===== config.mk =====
export PLATFORM = sky130hd
export DESIGN_NAME = ddr3_powerup_seq
export DESIGN_NICKNAME = d
export VERILOG_FILES = /design/src/rtl/ddr3_init_pkg.sv /design/src/rtl/ddr3_init_timer.sv /design/src/rtl/ddr3_init_fsm.sv /design/src/rtl/ddr3_init_cmdgen.sv /design/src/rtl/ddr3_powerup_seq.sv
export SDC_FILE = /design/constraint.sdc
export NUM_CORES = 1
export LEC_CHECK = 0
export BUFFER_PORTS_ARGS = -buffer_cell sky130_fd_sc_hd__buf_2
export CAP_MARGIN = 20
export CORE_MARGIN = 4
export CORE_UTILIZATION = 45
export CTS_CLUSTER_DIAMETER = 40
export CTS_CLUSTER_SIZE = 24
export DETAILED_ROUTE_END_ITERATION = 12
export PLACE_DENSITY = 0.76
export SLEW_MARGIN = 5
export SYNTH_ARGS = -nofsm -noshare
export SYNTH_HDL_FRONTEND = slang
export SYNTH_HIERARCHICAL = 1
export SYNTH_SLANG_ARGS = --single-unit

===== constraint.sdc =====
create_clock -name clk -period 3.7 [get_ports clk]
set_input_delay 0.74 -clock clk [delete_from_list [all_inputs] [get_ports clk]]
set_output_delay 0.74 -clock clk [all_outputs]
set_load 0.01 [all_outputs]

===== src/rtl/ddr3_init_pkg.sv =====
package ddr3_init_pkg;

    // Sequencer phases, in the order they are visited.
    typedef enum logic [3:0] {
        PH_RST_LOW,
        PH_CKE_LOW,
        PH_XPR,
        PH_MR2,
        PH_MR3,
        PH_MR1,
        PH_MR0,
        PH_ZQCL,
        PH_DONE
    } phase_e;

    typedef struct packed {
        logic cs_n;
        logic ras_n;
        logic cas_n;
        logic we_n;
    } bus_cmd_t;

    typedef struct packed {
        logic     reset_n;
        logic     cke;
        logic     odt;
        bus_cmd_t cmd;
        logic [2:0] ba;
        logic     done;
    } pin_ctl_t;

    localparam bus_cmd_t CMD_NOP  = '{cs_n: 1'b0, ras_n: 1'b1, cas_n: 1'b1, we_n: 1'b1};
    localparam bus_cmd_t CMD_MRS  = '{cs_n: 1'b0, ras_n: 1'b0, cas_n: 1'b0, we_n: 1'b0};
    localparam bus_cmd_t CMD_ZQCL = '{cs_n: 1'b0, ras_n: 1'b1, cas_n: 1'b1, we_n: 1'b0};

    localparam logic [2:0] BA_MR0 = 3'b000;
    localparam logic [2:0] BA_MR1 = 3'b001;
    localparam logic [2:0] BA_MR2 = 3'b010;
    localparam logic [2:0] BA_MR3 = 3'b011;

    localparam int unsigned DLL_OFF_BIT   = 0;
    localparam int unsigned DLL_RESET_BIT = 8;
    localparam int unsigned ZQ_LONG_BIT   = 10;

    function automatic int unsigned max_u(input int unsigned a, input int unsigned b);
        return (a > b) ? a : b;
    endfunction

    function automatic phase_e phase_after(input phase_e p);
        case (p)
            PH_RST_LOW: return PH_CKE_LOW;
            PH_CKE_LOW: return PH_XPR;
            PH_XPR:     return PH_MR2;
            PH_MR2:     return PH_MR3;
            PH_MR3:     return PH_MR1;
            PH_MR1:     return PH_MR0;
            PH_MR0:     return PH_ZQCL;
            default:    return PH_DONE;
        endcase
    endfunction

endpackage


===== src/rtl/ddr3_init_timer.sv =====
module ddr3_init_timer #(
    parameter int unsigned CNT_W = 8
) (
    input  logic             clk,
    input  logic             load,
    input  logic [CNT_W-1:0] load_val,
    output logic             expired
);
    logic [CNT_W-1:0] cnt_q;

    // Down-counter: a load of D-1 expires after D cycles in the phase.
    always_ff @(posedge clk) begin
        if (load) begin
            cnt_q <= load_val;
        end else if (cnt_q != '0) begin
            cnt_q <= cnt_q - CNT_W'(1);
        end
    end

    assign expired = (cnt_q == '0);
endmodule


===== src/rtl/ddr3_init_fsm.sv =====
module ddr3_init_fsm
    import ddr3_init_pkg::*;
#(
    parameter int unsigned CNT_W   = 8,
    parameter int unsigned T_RSTL  = 8,
    parameter int unsigned T_CKEL  = 8,
    parameter int unsigned T_XPR   = 8,
    parameter int unsigned T_MRD   = 4,
    parameter int unsigned T_MOD   = 12,
    parameter int unsigned T_FINAL = 8
) (
    input  logic             clk,
    input  logic             rst,
    input  logic             restart,
    input  logic             expired,
    output phase_e           phase,
    output logic             first,
    output logic             load,
    output logic [CNT_W-1:0] load_val
);
    localparam logic [CNT_W-1:0] L_RSTL  = CNT_W'(T_RSTL - 1);
    localparam logic [CNT_W-1:0] L_CKEL  = CNT_W'(T_CKEL - 1);
    localparam logic [CNT_W-1:0] L_XPR   = CNT_W'(T_XPR - 1);
    localparam logic [CNT_W-1:0] L_MRD   = CNT_W'(T_MRD - 1);
    localparam logic [CNT_W-1:0] L_MOD   = CNT_W'(T_MOD - 1);
    localparam logic [CNT_W-1:0] L_FINAL = CNT_W'(T_FINAL - 1);

    phase_e phase_q, phase_d;
    logic   first_q;
    logic   advance;

    function automatic logic [CNT_W-1:0] span_of(input phase_e p);
        case (p)
            PH_RST_LOW: return L_RSTL;
            PH_CKE_LOW: return L_CKEL;
            PH_XPR:     return L_XPR;
            PH_MR2,
            PH_MR3,
            PH_MR1:     return L_MRD;
            PH_MR0:     return L_MOD;
            PH_ZQCL:    return L_FINAL;
            default:    return '0;
        endcase
    endfunction

    assign advance = expired && (phase_q != PH_DONE);

    always_comb begin
        if (rst || restart) begin
            phase_d = PH_RST_LOW;
        end else if (advance) begin
            phase_d = phase_after(phase_q);
        end else begin
            phase_d = phase_q;
        end
    end

    assign load     = rst || restart || advance;
    assign load_val = span_of(phase_d);

    always_ff @(posedge clk) begin
        phase_q <= phase_d;
        first_q <= load;
    end

    assign phase = phase_q;
    assign first = first_q;

    // phases are only ever visited in their fixed order
    assert_phase_order_R7: assert property (@(posedge clk) disable iff (rst)
        (!$past(rst) && !$past(restart) && (phase_q != $past(phase_q)))
            |-> (phase_q == phase_after($past(phase_q))));

    // the done phase is absorbing until a restart
    assert_done_absorbing_R10: assert property (@(posedge clk) disable iff (rst)
        (phase_q == PH_DONE && !restart) |=> (phase_q == PH_DONE));
endmodule


===== src/rtl/ddr3_init_cmdgen.sv =====
module ddr3_init_cmdgen
    import ddr3_init_pkg::*;
#(
    parameter int unsigned ADDR_W = 14
) (
    input  phase_e            phase,
    input  logic              first,
    input  logic [ADDR_W-1:0] mr0_cfg,
    input  logic [ADDR_W-1:0] mr1_cfg,
    input  logic [ADDR_W-1:0] mr2_cfg,
    input  logic [ADDR_W-1:0] mr3_cfg,
    output pin_ctl_t          ctl,
    output logic [ADDR_W-1:0] addr
);
    // Commands are placed only in the first cycle of their phase;
    // the remaining cycles of the phase are the spacing wait.
    always_comb begin
        ctl.reset_n = (phase != PH_RST_LOW);
        ctl.cke     = !(phase inside {PH_RST_LOW, PH_CKE_LOW});
        ctl.odt     = 1'b0;
        ctl.cmd     = CMD_NOP;
        ctl.ba      = '0;
        ctl.done    = (phase == PH_DONE);
        addr        = '0;
        if (first) begin
            case (phase)
                PH_MR2: begin
                    ctl.cmd = CMD_MRS;
                    ctl.ba  = BA_MR2;
                    addr    = mr2_cfg;
                end
                PH_MR3: begin
                    ctl.cmd = CMD_MRS;
                    ctl.ba  = BA_MR3;
                    addr    = mr3_cfg;
                end
                PH_MR1: begin
                    ctl.cmd = CMD_MRS;
                    ctl.ba  = BA_MR1;
                    addr    = mr1_cfg;
                    addr[DLL_OFF_BIT] = 1'b0;
                end
                PH_MR0: begin
                    ctl.cmd = CMD_MRS;
                    ctl.ba  = BA_MR0;
                    addr    = mr0_cfg;
                    addr[DLL_RESET_BIT] = 1'b1;
                end
                PH_ZQCL: begin
                    ctl.cmd = CMD_ZQCL;
                    addr[ZQ_LONG_BIT] = 1'b1;
                end
                default: ;
            endcase
        end
    end
endmodule


===== src/rtl/ddr3_powerup_seq.sv =====
module ddr3_powerup_seq
    import ddr3_init_pkg::*;
#(
    parameter int unsigned ADDR_W   = 14,
    parameter int unsigned T_RSTL   = 133334,
    parameter int unsigned T_CKEL   = 333333,
    parameter int unsigned T_XPR    = 180,
    parameter int unsigned T_MRD    = 4,
    parameter int unsigned T_MOD    = 12,
    parameter int unsigned T_DLLK   = 512,
    parameter int unsigned T_ZQINIT = 512
) (
    input  logic              clk,
    input  logic              rst,
    input  logic              restart,
    input  logic [ADDR_W-1:0] mr0_cfg,
    input  logic [ADDR_W-1:0] mr1_cfg,
    input  logic [ADDR_W-1:0] mr2_cfg,
    input  logic [ADDR_W-1:0] mr3_cfg,
    output logic              mem_reset_n,
    output logic              mem_cke,
    output logic              mem_odt,
    output logic              mem_cs_n,
    output logic              mem_ras_n,
    output logic              mem_cas_n,
    output logic              mem_we_n,
    output logic [2:0]        mem_ba,
    output logic [ADDR_W-1:0] mem_addr,
    output logic              init_done
);
    // Final wait covers whatever remains of DLL lock after tMOD, and ZQ init.
    localparam int unsigned DLL_REST = (T_DLLK > T_MOD) ? (T_DLLK - T_MOD) : 1;
    localparam int unsigned T_FINAL  = max_u(DLL_REST, T_ZQINIT);
    localparam int unsigned MAX_DUR  = max_u(max_u(max_u(T_RSTL, T_CKEL), max_u(T_XPR, T_MRD)),
                                             max_u(T_MOD, T_FINAL));
    localparam int unsigned CNT_W    = $clog2(MAX_DUR + 1);
    localparam int unsigned GAP_SAT  = max_u(T_MRD, T_MOD);
    localparam int unsigned GAP_W    = $clog2(GAP_SAT + 1);

    phase_e           phase;
    logic             first;
    logic             load;
    logic             expired;
    logic [CNT_W-1:0] load_val;
    pin_ctl_t         ctl;

    ddr3_init_timer #(.CNT_W(CNT_W)) u_timer (
        .clk      (clk),
        .load     (load),
        .load_val (load_val),
        .expired  (expired)
    );

    ddr3_init_fsm #(
        .CNT_W   (CNT_W),
        .T_RSTL  (T_RSTL),
        .T_CKEL  (T_CKEL),
        .T_XPR   (T_XPR),
        .T_MRD   (T_MRD),
        .T_MOD   (T_MOD),
        .T_FINAL (T_FINAL)
    ) u_fsm (
        .clk      (clk),
        .rst      (rst),
        .restart  (restart),
        .expired  (expired),
        .phase    (phase),
        .first    (first),
        .load     (load),
        .load_val (load_val)
    );

    ddr3_init_cmdgen #(.ADDR_W(ADDR_W)) u_cmd (
        .phase   (phase),
        .first   (first),
        .mr0_cfg (mr0_cfg),
        .mr1_cfg (mr1_cfg),
        .mr2_cfg (mr2_cfg),
        .mr3_cfg (mr3_cfg),
        .ctl     (ctl),
        .addr    (mem_addr)
    );

    assign mem_reset_n = ctl.reset_n;
    assign mem_cke     = ctl.cke;
    assign mem_odt     = ctl.odt;
    assign mem_cs_n    = ctl.cmd.cs_n;
    assign mem_ras_n   = ctl.cmd.ras_n;
    assign mem_cas_n   = ctl.cmd.cas_n;
    assign mem_we_n    = ctl.cmd.we_n;
    assign mem_ba      = ctl.ba;
    assign init_done   = ctl.done;

    // Guard logic: cycles since the last non-NOP command, and ZQ seen.
    localparam logic [GAP_W-1:0] GAP_TOP = GAP_W'(GAP_SAT);
    localparam logic [GAP_W-1:0] GAP_MRD = GAP_W'(T_MRD);
    localparam logic [GAP_W-1:0] GAP_MOD = GAP_W'(T_MOD);

    logic             is_mrs, is_zq;
    logic [GAP_W-1:0] gap_q;
    logic             zq_seen_q;

    assign is_mrs = ({mem_cs_n, mem_ras_n, mem_cas_n, mem_we_n} == 4'b0000);
    assign is_zq  = ({mem_cs_n, mem_ras_n, mem_cas_n, mem_we_n} == 4'b0110);

    always_ff @(posedge clk) begin
        if (rst || restart) begin
            gap_q     <= GAP_TOP;
            zq_seen_q <= 1'b0;
        end else begin
            if (is_mrs || is_zq) begin
                gap_q <= GAP_W'(1);
            end else if (gap_q < GAP_TOP) begin
                gap_q <= gap_q + GAP_W'(1);
            end
            if (is_zq) begin
                zq_seen_q <= 1'b1;
            end
        end
    end

    assert_cke_low_in_reset_R2: assert property (@(posedge clk) disable iff (rst)
        !mem_reset_n |-> !mem_cke);

    assert_release_with_cke_low_R2: assert property (@(posedge clk) disable iff (rst)
        $rose(mem_reset_n) |-> !mem_cke);

    assert_cke_held_R3: assert property (@(posedge clk) disable iff (rst)
        (mem_cke && !restart) |=> mem_cke);

    assert_mrs_spacing_R7: assert property (@(posedge clk) disable iff (rst)
        is_mrs |-> (gap_q >= GAP_MRD));

    assert_mrs_needs_cke_R6: assert property (@(posedge clk) disable iff (rst)
        (is_mrs || is_zq) |-> (mem_cke && mem_reset_n));

    assert_zq_spacing_R9: assert property (@(posedge clk) disable iff (rst)
        is_zq |-> (gap_q >= GAP_MOD));

    assert_done_after_zq_R10: assert property (@(posedge clk) disable iff (rst)
        $rose(init_done) |-> zq_seen_q);

    assert_done_sticky_R10: assert property (@(posedge clk) disable iff (rst)
        (init_done && !restart) |=> init_done);

    assert_restart_returns_R11: assert property (@(posedge clk) disable iff (rst)
        restart |=> (!mem_reset_n && !mem_cke && !init_done));
endmodule


# Word-level counts from Yosys, hierarchy flattened
# Memories as Yosys holds them, arrays and structs flattened.
# Cells that the tools add are included.
[totals]
ff_bits = 24
mem_bits_ro = 128
inputBits = 59
wordCells = 38
mem_count = 1
[memory_table]
columns = ["name", "depth", "width", "rd", "rd_ports_with_merged_regs", "wr", "line", "source"]
rows = [
  ["(name not given)", 8, 16, 1, 0, 0, "ddr3_init_fsm.sv:33", "case (p)"],
]
[classes]
addsub = 1
eq_ne = 9
muxes = 13
reduce_logical = 11
[ops]
columns = ["operator", "n"]
rows = [
  ["$mux 19", 3],
  ["$pmux 10 s4", 1],
  ["$pmux 4 s7", 1],
  ["$logic_not 19->1", 1],
  ["$reduce_bool 19->1", 1],
  ["$sub 19x1->19 const B", 1],
  ["$eq 4x3->1 const B", 4],
  ["$mux 14", 1],
  ["$pmux 3 s4", 1],
  ["$eq 4x2->1 const B", 2],
  ["$mux 4", 2],
  ["$mux 7", 1],
  ["$pmux 2 s3", 1],
  ["$pmux 3 s2", 1],
  ["$pmux 1 s5", 1],
  ["$eq 4x1->1 const B", 1],
  ["$eq 4x4->1 const B", 1],
  ["$logic_not 4->1", 1],
  ["$ne 4x4->1 const B", 1],
  ["$reduce_bool 2->1", 2],
  ["$reduce_bool 4->1", 1],
  ["$reduce_or 4->1", 1],
  ["$logic_or 1x1->1", 2],
  ["$logic_and 1x1->1", 1],
  ["$logic_not 1->1", 1],
]

# Depth between registers and ports, before layout
# Gate-level depths: netlist of run 1.
# An unclocked memory read counts as a cell.
[depth]
ltp_word = 7
depth_mapped = 13
mapped_depth_nobuf = 10

# By module
# The synthesis of run 1 kept the hierarchy.
[by_module_without_submodules]
columns = ["module", "instances", "cells_per_inst", "area_each_um2", "seq_area_each_um2"]
rows = [
  ["ddr3_init_timer", 1, 113, 1161.1, 570.5],
  ["ddr3_init_cmdgen", 1, 108, 762.0, 0.0],
  ["ddr3_init_fsm", 1, 74, 521.8, 100.1],
]

# Worst setup path before layout of run 1
# No wires, ideal clock.
[synth_timing]
path_type = "reg2reg"
start = "reg u_timer.cnt_q[0]"
end = "reg u_timer.cnt_q[0] (enable)"
arrival_ns = 3.118
required_time_ns = 3.324
setup_slack_ns = 0.206
path_stages_with_launch = 13
n_path_buf = 3
synth_period_minus_slack_ns = 3.494
cell_sequence = "edfxtp_1 -> inv_1 -> ha_1 -> nor2b_1 -> nand3_1 -> nor4_2 -> buf_2 -> inv_1 -> o21ai_0 -> buf_4 -> inv_1 -> clkbuf_1 -> nand2_1"
[synth_between]
elab_chain_cells = 4
[synth_rtl]
columns = ["item", "line", "source"]
rows = [
  ["start, declared", "ddr3_init_timer.sv:9", "logic [CNT_W-1:0] cnt_q;"],
  ["start signal, assigned", "ddr3_init_timer.sv:14", "cnt_q <= load_val;"],
  ["start signal, assigned", "ddr3_init_timer.sv:16", "cnt_q <= cnt_q - CNT_W'(1);"],
  ["$logic_not 19->1", "ddr3_init_timer.sv:20", "assign expired = (cnt_q == '0);"],
  ["named net expired", "ddr3_powerup_seq.sv:43", "logic expired;"],
  ["$logic_and 1x1->1", "ddr3_init_fsm.sv:46", "assign advance = expired && (phase_q != PH_DONE);"],
  ["$logic_or 1x1->1", "ddr3_init_fsm.sv:58", "assign load = rst || restart || advance;"],
  ["named net load", "ddr3_powerup_seq.sv:42", "logic load;"],
  ["$reduce_bool 2->1 (no line)", "n/a", ""],
]
# The timed path passes the listed nets, and every way through them passes these cells.
# A chain may end at the register's enable or synchronous reset.

# Worst setup path in the final report of run 1
[layout_timing]
start = "reg u_fsm.phase_q[3] (netlist: u_fsm/phase[3])"
end = "out mem_addr[9]"
[layout_between]
elab_chain_cells = 3
[layout_rtl]
columns = ["item", "line", "source"]
rows = [
  ["start, declared", "ddr3_init_fsm.sv:28", "phase_e phase_q, phase_d;"],
  ["start signal, assigned", "ddr3_init_fsm.sv:62", "phase_q <= phase_d;"],
  ["$eq 4x3->1 / $eq 4x2->1 (equally long branches)", "ddr3_init_cmdgen.sv:26", "case (phase)"],
  ["$pmux 10 s4 *", "ddr3_init_cmdgen.sv:26", ""],
  ["$mux 14 *", "ddr3_init_cmdgen.sv:25", "if (first) begin"],
  ["end, declared", "ddr3_powerup_seq.sv:28", "output logic [ADDR_W-1:0] mem_addr,"],
]
# Every way passes the cells marked *; elsewhere a longest branch is shown, timed or not.

==> flow_summary.yaml, run 1 <==
clock_network:
  cts_setup_buffers: 0
  cts_buffer_depth: 2
  htreeDepth: 1
  cts_tree: "built"
  cts.reportedPaths.clkPinSlew_ps: 80
  worstSkewPairLatency_ps: 270
  cts_hold_buffers: 0
  cts_sinks: 24
  cts_made_buffers: 3
  ctsResizeCount: 0
  root_buffer: "clkbuf_8"
place:
  port-buffer-count: 78
  gp_congestion: 0.834
  place_area_sq_um: 2800
  dpl.hpwl_um: 4670
yosys:
  avgSynthCellArea_sq_um: 8.29
  ys_types: 59
  synth_ff_type: "edfxtp_1"
  synth-edff-count: 19
  syn-cell-area_sq_um: 2440
  yosysWarnings: 6
  async_flop_share_pct: 0
  ys_seq_elements: 24
  syn-instance-count: 295
  ys_seq_area_share_pct: 27.4
die:
  die_w_um: 81.7
  die_area_sq_um: 6680
  initial_core_util_pct: 47.3
  row_count: 26
  die_h_um: 81.7
  core_area_sq_um: 5170
  ios: 84
sta:
  final.setup.tns_ps: 0
  setup_viol: 0
  finalCriticalPeriod_ps: 2870
  fin_skew_ps: 10.9
  finalMaxSlewViolations: 0
  finalCritPeriodShare_pct: 77.6
  max_slew_margin_pct: 41.5
  whs_ps: 668
  tightestPinTransition_ps: 877
  max_clock_freq_mhz: 348
  grt_setup_unrepaired: "no"
  hold_viol_final: 0
global_routing:
  grt_pass1_vias: 2114
  antenna_found_initial: 0
  grt_overflow: 0
  grt_max_degree: 47
  track_usage_pct: 18.2
  grt_pass1_wl_um: 9660
detailed_routing:
  ant_nets: 0
  vias: 2357
  routed_wl_um: 6320
  viasPerCell: 5.53
  wire_per_inst_um: 14.8
  drt_iter0_markers: 142
  firstDrtPassIters: 4
  drc: 0
critical_path:
  arrival_ps: 2130
  path_max_fanout: 26
  worst_ep_required_time_ps: 2960
  worstSetupEndpointType: "output pin"
  crit_type: "reg -> out"
  startpoint_type: "flop"
cells_and_area:
  area_growth_pct: 17.3
  nets: 417
  num_antenna_cells: 0
  fin_area_sq_um: 2870
  drive_above_1_share_pct: 30.3
pwr:
  powerDensity_nw_per_um2: 213
  power.leakage_nw: 1.18
  peakVddDrop_uv: 165
min_path:
  hold_class: "reg -> reg"
flow_run:
  drv_cap: 0
outcome:
  outcome: "completed"
## registers in the layout, summed over array words and instances (netlist names)
name and flops:
u_timer/cnt_q 19, u_fsm/phase 4, u_fsm/first 1
## routing by layer
layer	wire [um]	track usage (%)
met5	0	0
met4	84	4.98
met3	620	3.40
met2	2940	33.1
met1	2670	21.9
## worst paths after layout
check                                                start                    endpoint  slack, ps  depth (start not counted)
worst max-delay path                u_fsm/phase[3]$_DFF_P_                 mem_addr[9]        830                          4
worst max register to register  u_timer/cnt_q[7]$_DFFE_PP_  u_timer/cnt_q[4]$_DFFE_PP_        890                          9
worst min-delay path            u_timer/cnt_q[0]$_DFFE_PP_  u_timer/cnt_q[0]$_DFFE_PP_        670                          1
worst min register to register  u_timer/cnt_q[0]$_DFFE_PP_  u_timer/cnt_q[0]$_DFFE_PP_        670                          1
## cell usage in the layout, fill, tap and decap left out, types with 2 or more instances in the layout
cell	count
nand2_1	25
o21ai_0	28
nand4b_1	2
inv_1	5
a21o_1	4
nor3_2	2
mux2i_1	2
buf_4	11
clkbuf_8	3
nor4_2	2
dfxtp_1	5
nand2b_1	4
nand3_1	5
or4_1	2
xnor2_1	6
a21oi_1	21
or2_2	3
nor4b_1	2
xor2_1	8
conb_1	6
a22oi_1	13
or3_1	7
edfxtp_1	19
nor2_1	17
nand4_1	4
nand3b_1	3
nor2b_1	7
and3b_1	24
o21ai_1	4
mux2_2	2
buf_2	78
a31oi_1	4
nor3_1	3
## critical path, cell delays in order, from the launching register on
cell     delay, ps
dfxtp_1        590
nor4b_4        740
a22oi_1        140
a21oi_1        220
buf_2          160
## kinds of logic (layout without fill, tap and decap cells)
| family | after synthesis | in the layout | synth area share [%] |
|---|---|---|---|
| compound gates | 86 | 86 | 21.2 |
| xor+xnor | 15 | 15 | 5.68 |
| fa+ha+maj | 1 | 1 | 0.512 |
| buf+inv | 41 | 98 | 9.93 |
| flops | 24 | 24 | 27.4 |
| mux | 4 | 4 | 1.74 |
| other cells | 2 | 6 | 0.307 |
| simple gates | 122 | 122 | 33.2 |
## synthesized netlist by cell type, drive strengths merged (2+ instances only)
cell type,n,area (sq um)
nand4b,2,17.5
o21ai,33,169
nand3,5,25.0
clkbuf,12,48.8
conb,2,7.51
edfxtp,19,571
buf,24,175
a31oi,4,25.0
or2,3,18.8
mux2i,2,20.0
dfxtp,5,100
and3b,24,210
a22oi,13,97.6
or3,7,43.8
a21o,4,30.0
a21oi,21,105
nor2b,7,43.8
nor4b,3,41.3
nand2,25,93.8
nor2,17,63.8
xnor2,6,52.6
mux2,2,22.5
nand4,5,46.3
nor3,5,35.0
inv,5,18.8
nand3b,3,22.5
or4,2,15.0
nor4,4,52.6
xor2,9,86.3
nand2b,4,25.0
## area by class of cell
type	count	area (sq um)
clock buffer	3	41.3
timing repair buffer	89	473
tap	70	87.6
multi-input combinational	234	1550
fill	486	2300
sequential	24	671
clock inverter	1	30.0
inverter	5	18.8
## through the flow
stage	cells	setup slack, ps	power [mW]	util [%]
6_report	426	828	0.612	55.4
5_1_grt	426	651	0.635	55.4
4_1_cts	426	836	0.619	55.4
3_5_place_dp	422	925	0.384	54.1
3_3_place_gp	422	984	0.381	54.1
2_1_floorplan	299	206	0.351	-
## report_power, final
group	internal [mW]	leakage [nW]	total (mW)	switching, mW
combinational	0.0370	0.901	0.0702	0.0331
sequential	0.299	0.244	0.309	0.00928
clock	0.145	0.0357	0.233	0.0883
total	0.481	1.18	0.612	0.131
No activity file was read; power rests on OpenSTA's default activity.
==> inputs of run 2 (changes only) <==
- PLACE_DENSITY: 0.76 -> 0.73
- clock period: 3.7 -> 2.79 ns (I/O delays scaled with it)
==> flow_summary.yaml, run 2 (synthesis gave the netlist of run 1 again) <==
critical_path:
  path_max_fanout: 24
  worst_ep_required_time_ps: 2230
  worstSetupEndpointType: "output pin"
  arrival_ps: 2040
  crit_type: "reg -> out"
  startpoint_type: "flop"
cells_and_area:
  drive_above_1_share_pct: 33.4
  largest_register_ffs: 19
  layout_commonest_cell: "buf_2"
  fin_area_sq_um: 2970
  largest_register: "u_timer/cnt_q"
  nets: 423
  area_growth_pct: 21.6
  utilization_pct: 57.5
  num_antenna_cells: 0
  most-common-layout-cells: "buf_2, o21ai_0, nand2_1, and3b_1, a21oi_1"
clock_network:
  worstSkewPairLatency_ps: 270
  htreeDepth: 1
  cts_sinks: 24
  cts_made_buffers: 3
  root_buffer: "clkbuf_8"
  cts_tree: "built"
  cts.reportedPaths.clkPinSlew_ps: 100
  cts_buffer_depth: 2
flow_run:
  drv_cap: 0
global_routing:
  antenna_found_initial: 0
  grt_pass1_vias: 2265
  track_usage_pct: 18.7
  grt_overflow: 0
  grt_pass1_wl_um: 9820
  grt_max_degree: 32
place:
  port-buffer-count: 78
  gp_congestion: 0.800
  place_area_sq_um: 2880
  dpl.hpwl_um: 4760
sta:
  tightestPinTransition_ps: 648
  finalMaxSlewViolations: 0
  max_clock_freq_mhz: 385
  fin_skew_ps: 9.80
  grt_setup_unrepaired: "no"
  hold_viol_final: 0
  finalCriticalPeriod_ps: 2600
  max_slew_margin_pct: 56.7
  whs_ps: 696
  setup_viol: 0
  finalCritPeriodShare_pct: 93.1
pwr:
  power.leakage_nw: 1.22
  powerDensity_nw_per_um2: 277
  peakVddDrop_uv: 207
detailed_routing:
  ant_nets: 0
  vias: 2381
  drt_iter0_markers: 153
  routed_wl_um: 6300
  viasPerCell: 5.51
  firstDrtPassIters: 5
  wire_per_inst_um: 14.6
  drc: 0
die:
  core_area_sq_um: 5170
  die_h_um: 81.7
  ios: 84
  initial_core_util_pct: 47.3
  row_count: 26
  die_w_um: 81.7
  die_area_sq_um: 6680
min_path:
  hold_class: "in -> reg"
outcome:
  outcome: "completed"
## run 2: changes by cell type in the layout (fill, tap and decap cells not counted), moves of 2 or more
cell	previous run	this run
inv_1	5	3
nor2b_2	0	2
buf_4	11	16
inv_2	0	2
nor2b_1	7	5
## run 2: critical path, cell delays in order (launching register included)
cell      delay [ps]
dfxtp_1          690
and4bb_1         600
a22oi_1          160
a21oi_1          170
buf_2            160
## run 2: per-stage QoR
stage	setup slack (ps)	TNS [ps]	total power, mW	cells
global placement	116	0	0.515	426
global route	20.4	0	0.860	432
floorplan	-15.3	-315	0.470	299
finish	193	0	0.823	432
detailed placement	110	0	0.519	426
CTS	84.0	0	0.829	430
## run 2: routing by layer
layer  part of all wire, %  GRT usage, %  up-vias
met3                   7.9          2.30        8
met1                    41          20.5     1083
li1                      -             -     1213
met5                     0             0        -
met2                    50          36.4       77
met4                   1.3          6.81        0
## run 2: where the power goes
part | internal [mW] | leakage [nW] | switching (mW)
Combinational | 0.0545 | 0.943 | 0.0488
Clock | 0.192 | 0.0357 | 0.120
Sequential | 0.397 | 0.244 | 0.0116
## run 2: final cells by class
type,count,area (sq um)
clock inverter,1,30.0
tap,70,87.6
sequential,24,671
timing repair buffer,95,531
clock buffer,3,41.3
multi-input combinational,234,1600
fill,500,2200
inverter,5,18.8
## run 2: repair_timing
action                     in CTS  in global routing
setup endpoints to repair       0                 31
setup buffers                   0                  2
resized for setup               0                  2
hold buffers                    0                  0
## run 2: path summary, 6_finish.rpt
kind | start | endpoint | slack, ps | cells after the start
hold / removal | rst | u_fsm/phase[0]$_DFF_P_ | 700 | 3
setup / recovery | u_fsm/phase[2]$_DFF_P_ | mem_addr[3] | 190 | 4
setup reg to reg | u_timer/cnt_q[15]$_DFFE_PP_ | u_timer/cnt_q[15]$_DFFE_PP_ | 200 | 8
hold reg to reg | u_timer/cnt_q[16]$_DFFE_PP_ | u_timer/cnt_q[16]$_DFFE_PP_ | 710 | 2
